<file path="src/rtl/secs_rtc.sv">
module secs_rtc #(
  parameter int unsigned CLK_HZ = 100_000_000
) (
  input  logic        clk,
  input  logic        rst_n,
  input  logic        psel,
  input  logic        penable,
  input  logic        pwrite,
  input  logic [11:0] paddr,
  input  logic [31:0] pwdata,
  output logic [31:0] prdata,
  output logic        pslverr,
  output logic        irq
);
  localparam int unsigned DIV_W = (CLK_HZ > 1) ? $clog2(CLK_HZ) : 1;
  localparam logic [DIV_W-1:0] DIV_TOP = DIV_W'(CLK_HZ - 1);

  localparam logic [9:0] W_CNT  = 10'h000;
  localparam logic [9:0] W_ALM  = 10'h001;
  localparam logic [9:0] W_LOAD = 10'h002;
  localparam logic [9:0] W_CTL  = 10'h003;
  localparam logic [9:0] W_MASK = 10'h004;
  localparam logic [9:0] W_RAW  = 10'h005;
  localparam logic [9:0] W_MSK  = 10'h006;
  localparam logic [9:0] W_CLR  = 10'h007;
  localparam logic [9:0] W_ID0  = 10'h3F8;

  logic [DIV_W-1:0] div_q;
  logic [31:0]      cnt_q, match_q, ld_q, cnt_nxt;
  logic             im_q, ris_q;
  logic             access, wr, tick, load_wr, clr_wr, set_raw, known;
  logic [9:0]       word;

  function automatic logic [7:0] id_byte(input logic [2:0] i);
    case (i)
      3'd0:    return 8'h31;
      3'd1:    return 8'h10;
      3'd2:    return 8'h14;
      3'd3:    return 8'h00;
      3'd4:    return 8'h0D;
      3'd5:    return 8'hF0;
      3'd6:    return 8'h05;
      default: return 8'hB1;
    endcase
  endfunction

  assign word    = paddr[11:2];
  assign access  = psel && penable;
  assign wr      = access && pwrite;
  assign tick    = (div_q == DIV_TOP);
  assign load_wr = wr && (word == W_LOAD);
  assign clr_wr  = wr && (word == W_CLR);
  assign cnt_nxt = cnt_q + 32'd1;
  assign set_raw = tick && !load_wr && (cnt_nxt == match_q);
  assign known   = (word <= W_CLR) || (word >= W_ID0);
  assign pslverr = access && !known;
  assign irq     = ris_q && im_q;

  always_ff @(posedge clk) begin
    if (!rst_n) begin
      div_q <= '0;
      cnt_q <= '0;
    end else if (load_wr) begin
      div_q <= '0;
      cnt_q <= pwdata;
    end else if (tick) begin
      div_q <= '0;
      cnt_q <= cnt_nxt;
    end else begin
      div_q <= div_q + DIV_W'(1);
    end
  end

  always_ff @(posedge clk) begin
    if (!rst_n) begin
      match_q <= '0;
      ld_q    <= '0;
      im_q    <= 1'b0;
    end else if (wr) begin
      if (word == W_ALM)  match_q <= pwdata;
      if (word == W_LOAD) ld_q    <= pwdata;
      if (word == W_MASK) im_q    <= pwdata[0];
    end
  end

  always_ff @(posedge clk) begin
    if (!rst_n)       ris_q <= 1'b0;
    else if (set_raw) ris_q <= 1'b1;
    else if (clr_wr)  ris_q <= 1'b0;
  end

  always_comb begin
    prdata = '0;
    if (word >= W_ID0) begin
      prdata = {24'd0, id_byte(word[2:0])};
    end else begin
      case (word)
        W_CNT:   prdata = cnt_q;
        W_ALM:   prdata = match_q;
        W_LOAD:  prdata = ld_q;
        W_CTL:   prdata = 32'd1;
        W_MASK:  prdata = {31'd0, im_q};
        W_RAW:   prdata = {31'd0, ris_q};
        W_MSK:   prdata = {31'd0, irq};
        default: prdata = '0;
      endcase
    end
  end
endmodule


</file>
<file path="config.mk">
export PLATFORM = sky130hd
export DESIGN_NAME = secs_rtc
export DESIGN_NICKNAME = d
export VERILOG_FILES = /design/src/rtl/secs_rtc.sv
export SDC_FILE = /design/constraint.sdc
export NUM_CORES = 1
export LEC_CHECK = 0
export BUFFER_PORTS_ARGS = -buffer_cell sky130_fd_sc_hd__buf_2
export CAP_MARGIN = 25
export CORE_AREA = 2 2 176 178
export CTS_CLUSTER_SIZE = 12
export DETAILED_ROUTE_END_ITERATION = 10
export DIE_AREA = 0 0 178 180
export GPL_ROUTABILITY_DRIVEN = 0
export PLACE_DENSITY = 0.42
export SETUP_SLACK_MARGIN = 0.3
export SYNTH_ARGS = -nofsm -noshare
export SYNTH_HDL_FRONTEND = slang
export SYNTH_SLANG_ARGS = --single-unit
export TNS_END_PERCENT = 30
</file>
<file path="constraint.sdc">
create_clock -name clk -period 3.2 [get_ports clk]
set_clock_uncertainty 0.05 [all_clocks]
set_input_delay 0.32 -clock clk [delete_from_list [all_inputs] [get_ports clk]]
set_output_delay 0.32 -clock clk [all_outputs]
set_load 0.005 [all_outputs]
</file>
==> results.md, run 1 <==
* Routed WL at 23300 um
* PortBufs at 80
* Leakage at 3.45 nW
* Status: finished clean
* Layout cells sized above 1 at 0.168
* Largest family of logic cells by synthesized area: simple AND/OR/NAND/NOR gates
* Worst Hold Class: input pin to flip-flop
* Fill cells at approximately 3.3k
* Root Driver: clkbuf_16
* Drt first pass iters at 4
* IO Pins at 83
* Cts bufs inserted at 17
* Commonest non-fill, non-tap cell in the layout: nand2_1
* Final Setup Violations at 0
* CP Cell Sequence: buf_2 -> or4_1 -> nor4_4 -> buf_4 -> nor2b_2 -> a22oi_1 -> nor2_1 -> a311oi_1 -> a21oi_1 -> buf_2
* Delay-heaviest family, CP: simple AND/OR/NAND/NOR gates
* Yosys cell types at a little over 60
* Die area at 0.0320 mm^2
* Critical Path End Type: primary output
* Final hold vios at 0
* CORE AREA at slightly above 0.03 mm^2
* Synth Area in Simple Gates at 0.275
* YS warnings at 0
* Vias in the first global route at 6589
* WP buf/inv at 3
* Post-CTS Setup Bufs at 0
* Worst-Margin Slew at 723 ps
* Tot Pwr at 0.00368 W
* Met2 usage at 0.240
* Syn Area/Cell at 7.73 um^2
* Final layout net count at 1070
* Async SR Flop Fraction at 0
* Final Max Tran Viols at 0
* Total track usage at 0.149
* Clock buffer depth at 2
* Reg clk slew, reported paths at 70 ps
* Synth area leaders: dfxtp_1 (34%), nand2_1 (8.7%), xnor2_1 (6.0%)
* Worst vdd ir at 308 uV
* Vias/cell at around 4.7
* Most Frequent Cell on Critical Path: buf_2
* DIE HEIGHT at between 150 and 200 um
* RSZ-0062 raised after global routing: no
* Number of synthesized flops with an enable pin at 0
* Synth top area share at 0.336
* H-tree lvl count at 4
* Max frequency at roughly 0.37 GHz
* Residual DRC at 0
* Initial Util at 0.247
* Slowest-stage cell, CP: or4_1
* First-pass GRT wire length at 37300 um
* Met1 usage at 0.202
* Post-route ant nets at 0
* Overflow after GRT at 0
* DP HPWL at 16500 um
* Leading area contributor after synthesis: dfxtp_1
* Period utilization at 0.841
* Mapped Nets at 1014
* Worst path max stage delay at between 500 and 600 ps
* CP Class: input pin to primary output
* Max cap viols at 0
* Global route hottest layer: met2
* CTS tree: done
* Vias at roughly 6.7k
* Mux cell area share after synthesis at 0.0474
* Netlist Area Pre-Place at 0.00745 mm^2
* Compound-Gate Fraction of Synth Area at 0.172
* Rel. slew slack at 0.516
* Most frequent cells in the layout: nand2_1 (173), dfxtp_1 (125), nor2_1 (104)
* Startpoint Class: input pin
* Worst endpoint required time at 2830 ps
* Grt met3 use at 0.0286
* Setup TNS at 0 ps
* P&R area growth vs syn at 20.0%
* Top_reg_cell synth: dfxtp_1
* CP arrival at approximately 2300 ps
* Synth Area in Adders at 0.00336
* Register area share after synthesis at 0.336
* Crit Path Max Fanout at 6
* Row cnt at 64
* Minimum clock period at ~2700 ps
* Post-Synth XOR/XNOR Area at 0.117
* Synthesized instance count at 963
* Clock tree sinks at 125
* Clock Latency Late Sink at approximately 430 ps
* Largest net degree at the start of global routing at between 50 and 60
* Pwr per Cell Area at roughly 400 mW/mm^2
* First-iteration detailed-routing DRC count at 279
* Seq cells post-synth at 125
* Die width at 178 um
* Post-DR wirelength/cell at 16.3 um
* Initial antenna violation count at 1
-- metal layers --
layer  vias up  routed length, um
met3        20               1020
met4         2                330
met5         -                 13
met1      3149              11400
met2       112              10600
li1       3419                  -
-- cell usage after synthesis, drive strengths merged (2+ instances only) --
cell,count
xor2,46
o21ai,29
nand2b,5
inv,9
buf,34
nor4,16
nand4,25
a21boi,64
xnor2,51
mux2,2
and2,5
clkbuf,46
nand2,173
nand3,49
or3,7
dfxtp,125
and3,7
a211oi,2
o32ai,2
a21oi,50
nor2,104
a22o,3
or4,3
a31oi,3
ha,2
and4,7
o211a,17
a31o,3
nor3,14
mux2i,33
nor2b,8
a311oi,4
-- worst min-delay path, cell delays in order --
cell	delay [ps]
buf_2	110
nand2_1	50
a21boi_1	50
-- final cells by class --
| type | instances | area (um^2) | area share |
|---|---|---|---|
| Tap cell | 396 | 495 | 0.0554 |
| Sequential cell | 125 | 2500 | 0.280 |
| Multi-Input combinational cell | 749 | 4610 | 0.516 |
| Antenna cell | 1 | 2.50 | 0.000280 |
| Clock inverter | 14 | 159 | 0.0178 |
| Timing Repair Buffer | 117 | 703 | 0.0787 |
| Inverter | 9 | 33.8 | 0.00378 |
| Clock buffer | 18 | 429 | 0.0480 |
-- sequential cells by signal, summed over array words and instances, names as in the netlist --
name,cells
cnt_q,32
div_q,27
im_q,1
ld_q,32
match_q,32
ris_q,1
-- report_power, final --
| part | internal, W | switching, W | leakage (nW) |
|---|---|---|---|
| combinational | 0.0000570 | 0.000103 | 2.16 |
| clock | 0.00116 | 0.000798 | 0.282 |
| sequential | 0.00156 | 0.00000491 | 1.01 |
-- worst paths after layout --
| check | start | endpoint | slack (ps) | depth (start not counted) |
|---|---|---|---|---|
| worst max-delay path | paddr[8] | prdata[3] | 510 | 10 |
| worst min-delay path | pwdata[7] | ld_q[7]$_SDFFE_PN0P_ | 100 | 3 |
| worst max register to register | cnt_q[1]$_SDFFE_PN0P_ | ris_q$_SDFFE_PN0P_ | 590 | 9 |
| worst min register to register | ld_q[16]$_SDFFE_PN0P_ | ld_q[16]$_SDFFE_PN0P_ | 400 | 2 |
-- cells by family (layout without fill, tap and decap cells) --
group,Yosys count,in the layout
muxes,35,35
DFF,125,125
adders and majority gates,2,2
buffers and inverters,89,158
other,0,1
and+or+nand+nor,427,427
AOI/OAI and AO/OA,187,187
xor gates and xnor gates,98,98
-- what timing repair did --
| item | CTS | global route |
|---|---|---|
| resized for setup | 0 | 1 |
| setup endpoints to repair | 0 | 2 |
| hold buffers | 0 | 0 |
| hold endpoints to repair | 0 | 0 |
-- per-stage QoR --
stage	std cells	setup slack (ps)	util	cell area, um^2	hold WS, ps
final	1429	510	0.296	8940	104
after global placement	1396	365	0.276	8350	387
after detailed placement	1396	394	0.276	8350	395
after CTS	1428	384	0.296	8930	88.2
after global routing	1428	342	0.296	8940	102
after floorplan	963	851	-	7450	377
Note: power is estimated with default switching activity, not from simulation.
==> inputs of run 2 (changes only) <==
- clock period: 3.2 -> 2.6 ns (I/O delays scaled with it)
==> run 2 against run 1 <==
Design area grew 6.2%. Global-route usage increased by 0.31 points. Sequential share of layout area down 1.3 points. Worst hold slack lost 59 ps. Cell count rose by 2.8%. Utilization up 1.8 points. Critical endpoint is now ris_q$_SDFFE_PN0P_. Largest power group unchanged.
==> results.md, run 2 (synthesis results as in run 1) <==
* Status: finished clean (unchanged)
* Min Hold Slack at 45.2 ps (was 104 ps)
* Delay-heaviest family, CP: simple AND/OR/NAND/NOR gates (unchanged)
* Die width at 178 um (unchanged)
* Slowest-stage cell, CP: or4_4 (was or4_1)
* Vias at 6950 (was 6702)
* Startpoint Class: flip-flop (was input pin)
* Hold path start: pwdata[28] (was pwdata[7])
* Clock buffer depth at 2 (unchanged)
* Fill cells at 3263 (was 3283)
* Worst vdd ir at 262 uV (was 308 uV)
* PortBufs at 80 (unchanged)
* Initial Util at 0.247 (unchanged)
* Worst path max stage delay at 620 ps (was 560 ps)
* Commonest non-fill, non-tap cell in the layout: nand2_1 (unchanged)
* Layout cells sized above 1 at 0.235 (was 0.168)
* Hold-fix buffers, CTS at 0 (unchanged)
* Logic pwr share at 0.048 (was 0.043)
* Min-Delay Endpoint: ld_q[28]$_SDFFE_PN0P_ (was ld_q[7]$_SDFFE_PN0P_)
* CORE AREA at 0.0302 mm^2 (unchanged)
* Period utilization at 0.910
* Row cnt at 64 (unchanged)
* DIE HEIGHT at 180 um (unchanged)
* DP HPWL at 16400 um (was 16500 um)
* CP arrival at 2670 ps (was 2320 ps)
* First-pass GRT wire length at 38300 um (was 37300 um)
* Max frequency at 0.423 GHz
* Reg2Reg Depth at 7 (was 9)
* Clock tree sinks at 125 (unchanged)
* Vias in the first global route at 6890 (was 6589)
* Post-DR wirelength/cell at 16.3 um (about the same)
* Rel. slew slack at 0.598 (was 0.516)
* H-tree lvl count at 4 (unchanged)
* Leakage at 3.72 nW (was 3.45 nW)
* Residual DRC at 0 (unchanged)
* Net switching power figure at 0.00113 W (was 0.000906 W)
* CP Cell Sequence: nand4_4 -> or4_4 -> xnor2_1 -> a2111o_1 -> nor4_1 -> nand4_1 -> o21ai_1 (was buf_2 -> or4_1 -> nor4_4 -> buf_4 -> nor2b_2 -> a22oi_1 -> nor2_1 -> a311oi_1 -> a21oi_1 -> buf_2)
* Clk pwr share at 0.520 (was 0.532)
* Worst Hold Class: input pin to flip-flop (unchanged)
* Met1 usage at 0.206 (was 0.202)
* Final hold vios at 0 (unchanged)
* IO Pins at 83 (unchanged)
* Number of cells after detailed placement at 1419 (was 1396)
* Drt first pass iters at 4 (unchanged)
* Final layout net count at 1110 (was 1070)
* Minimum clock period at 2370 ps
* Clock Latency Late Sink at 420 ps (was 430 ps)
* CP Class: flip-flop to flip-flop (was input pin to primary output)
* Initial antenna violation count at 2 (was 1)
* Pwr per Cell Area at 470 mW/mm^2 (was 412 mW/mm^2)
* First-iteration detailed-routing DRC count at 361 (was 279)
* Final Setup Violations at 0 (unchanged)
* FF-to-FF Start: cnt_q[6]$_SDFFE_PN0P_ (was cnt_q[1]$_SDFFE_PN0P_)
* Routed WL at 23900 um (was 23300 um)
* RSZ-0062 raised after global routing: yes (was no)
* CTS tree: done (unchanged)
* Overflow after GRT at 0 (unchanged)
* Switching share of power at 0.253 (was 0.246)
* WP buf/inv at 0 (was 3)
* Reg-to-reg setup timing slack at 230 ps (was 590 ps)
* Fin util at 0.314 (was 0.296)
* Largest net degree at the start of global routing at 74 (was 51)
* Final Max Tran Viols at 0 (unchanged)
* Met2 usage at 0.246 (was 0.240)
* Crit Path Max Fanout at 6 (unchanged)
* Worst-Margin Slew at 600 ps (was 723 ps)
* Tot Pwr at 0.00446 W (was 0.00368 W)
* Critical Path End Type: flip-flop (was primary output)
* Largest regs: cnt_q: 32 flops, ld_q: 32 flops, match_q: 32 flops (unchanged)
* Die area at 0.0320 mm^2 (unchanged)
* Sequential Power Share at 0.431 (was 0.425)
* Worst endpoint required time at 2900 ps (was 2830 ps)
* Reg clk slew, reported paths at 70 ps (about the same)
* Seq. cell area at 0.00253 mm^2 (was 0.00250 mm^2)
* Vias/cell at 4.73 (was 4.69)
* RR Endpoint: ris_q$_SDFFE_PN0P_ (unchanged)
* Post-route ant nets at 0 (unchanged)
* Root Driver: clkbuf_16 (unchanged)
* Hold depth at 3 (unchanged)
* Multi-input logic area at 0.00476 mm^2 (was 0.00461 mm^2)
* Setup TNS at 0 ps (unchanged)
* Total track usage at 0.152 (was 0.149)
* Grt met3 use at 0.0271 (was 0.0286)
* Finished Layout Cells at 1469 (was 1429)
* Cts bufs inserted at 17 (unchanged)
* P&R area growth vs syn at 27.5% (was 20.0%)
* Internal at 0.00333 W (was 0.00278 W)
* Most frequent cells in the layout: nand2_1 (172), dfxtp_1 (109), nor2_1 (102) (was nand2_1 (173), dfxtp_1 (125), nor2_1 (104))
* Global route hottest layer: met2 (unchanged)
* Max cap viols at 0 (unchanged)
-- run 2: changes by cell type in the layout (fill, tap and decap cells not counted), moves of 6 or more --
cell	change
nor4_1	-6
dfxtp_2	+13
dfxtp_1	-16
buf_4	+28
buf_12	+7
-- run 2: cell type report --
cell class                 count  area share
inverter                       9     0.00356
clock inverter                14      0.0140
antenna                        1    0.000264
sequential                   125       0.267
multi-input combinational    749       0.501
clock buffer                  18      0.0452
tap                          396      0.0522
timing repair buffer         157       0.117
-- run 2: how the worst max path moves through the flow --
stage | from | end | cells past startpoint
6_report | cnt_q[6]$_SDFFE_PN0P_ | ris_q$_SDFFE_PN0P_ | 7
5_1_grt | cnt_q[7]$_SDFFE_PN0P_ | ris_q$_SDFFE_PN0P_ | 7
4_1_cts | cnt_q[15]$_SDFFE_PN0P_ | ris_q$_SDFFE_PN0P_ | 8
3_5_place_dp | cnt_q[1]$_SDFFE_PN0P_ | ris_q$_SDFFE_PN0P_ | 9
3_3_place_gp | cnt_q[1]$_SDFFE_PN0P_ | ris_q$_SDFFE_PN0P_ | 9
2_1_floorplan | cnt_q[9]$_SDFFE_PN0P_ | ris_q$_SDFFE_PN0P_ | 8
-- run 2: stage by stage --
step,worst slack (ps),cell area (um^2)
after detailed placement,94.3,8590
after global placement,116,8590
after global routing,186,9490
final,234,9490
after floorplan,354,7450
after CTS,259,9330
-- run 2: worst min-delay path, delay by kind of cell --
family,cells,cell delay [ps]
AO/OA/AOI/OAI,1,50
buffers and inverters,1,120
AND/OR/NAND/NOR,1,50
-- run 2: power by group through the flow --
stage,registers (W),clock network (W),logic [W]
6_report,0.00192,0.00232,0.000216
5_1_grt,0.00192,0.00247,0.000234
4_1_cts,0.00192,0.00240,0.000215
3_5_place_dp,0.00197,0,0.000210
3_3_place_gp,0.00197,0,0.000211
2_1_floorplan,0.00197,0,0.0000982
-- run 2: timing repair --
action | in CTS | in global routing
pin swaps | 11 | 19
setup endpoints to repair | 22 | 45
gates cloned | 1 | 0
endpoints found under the hold margin | 0 | 0
resized for setup | 32 | 27
setup buffers | 9 | 7
-- run 2: per-layer routing --
layer	wire, um	part of all wire	up-vias
met1	11700	0.49	3295
met5	27	0.0011	-
met3	834	0.035	24
met4	311	0.013	4
li1	-	-	3513
met2	11000	0.46	114
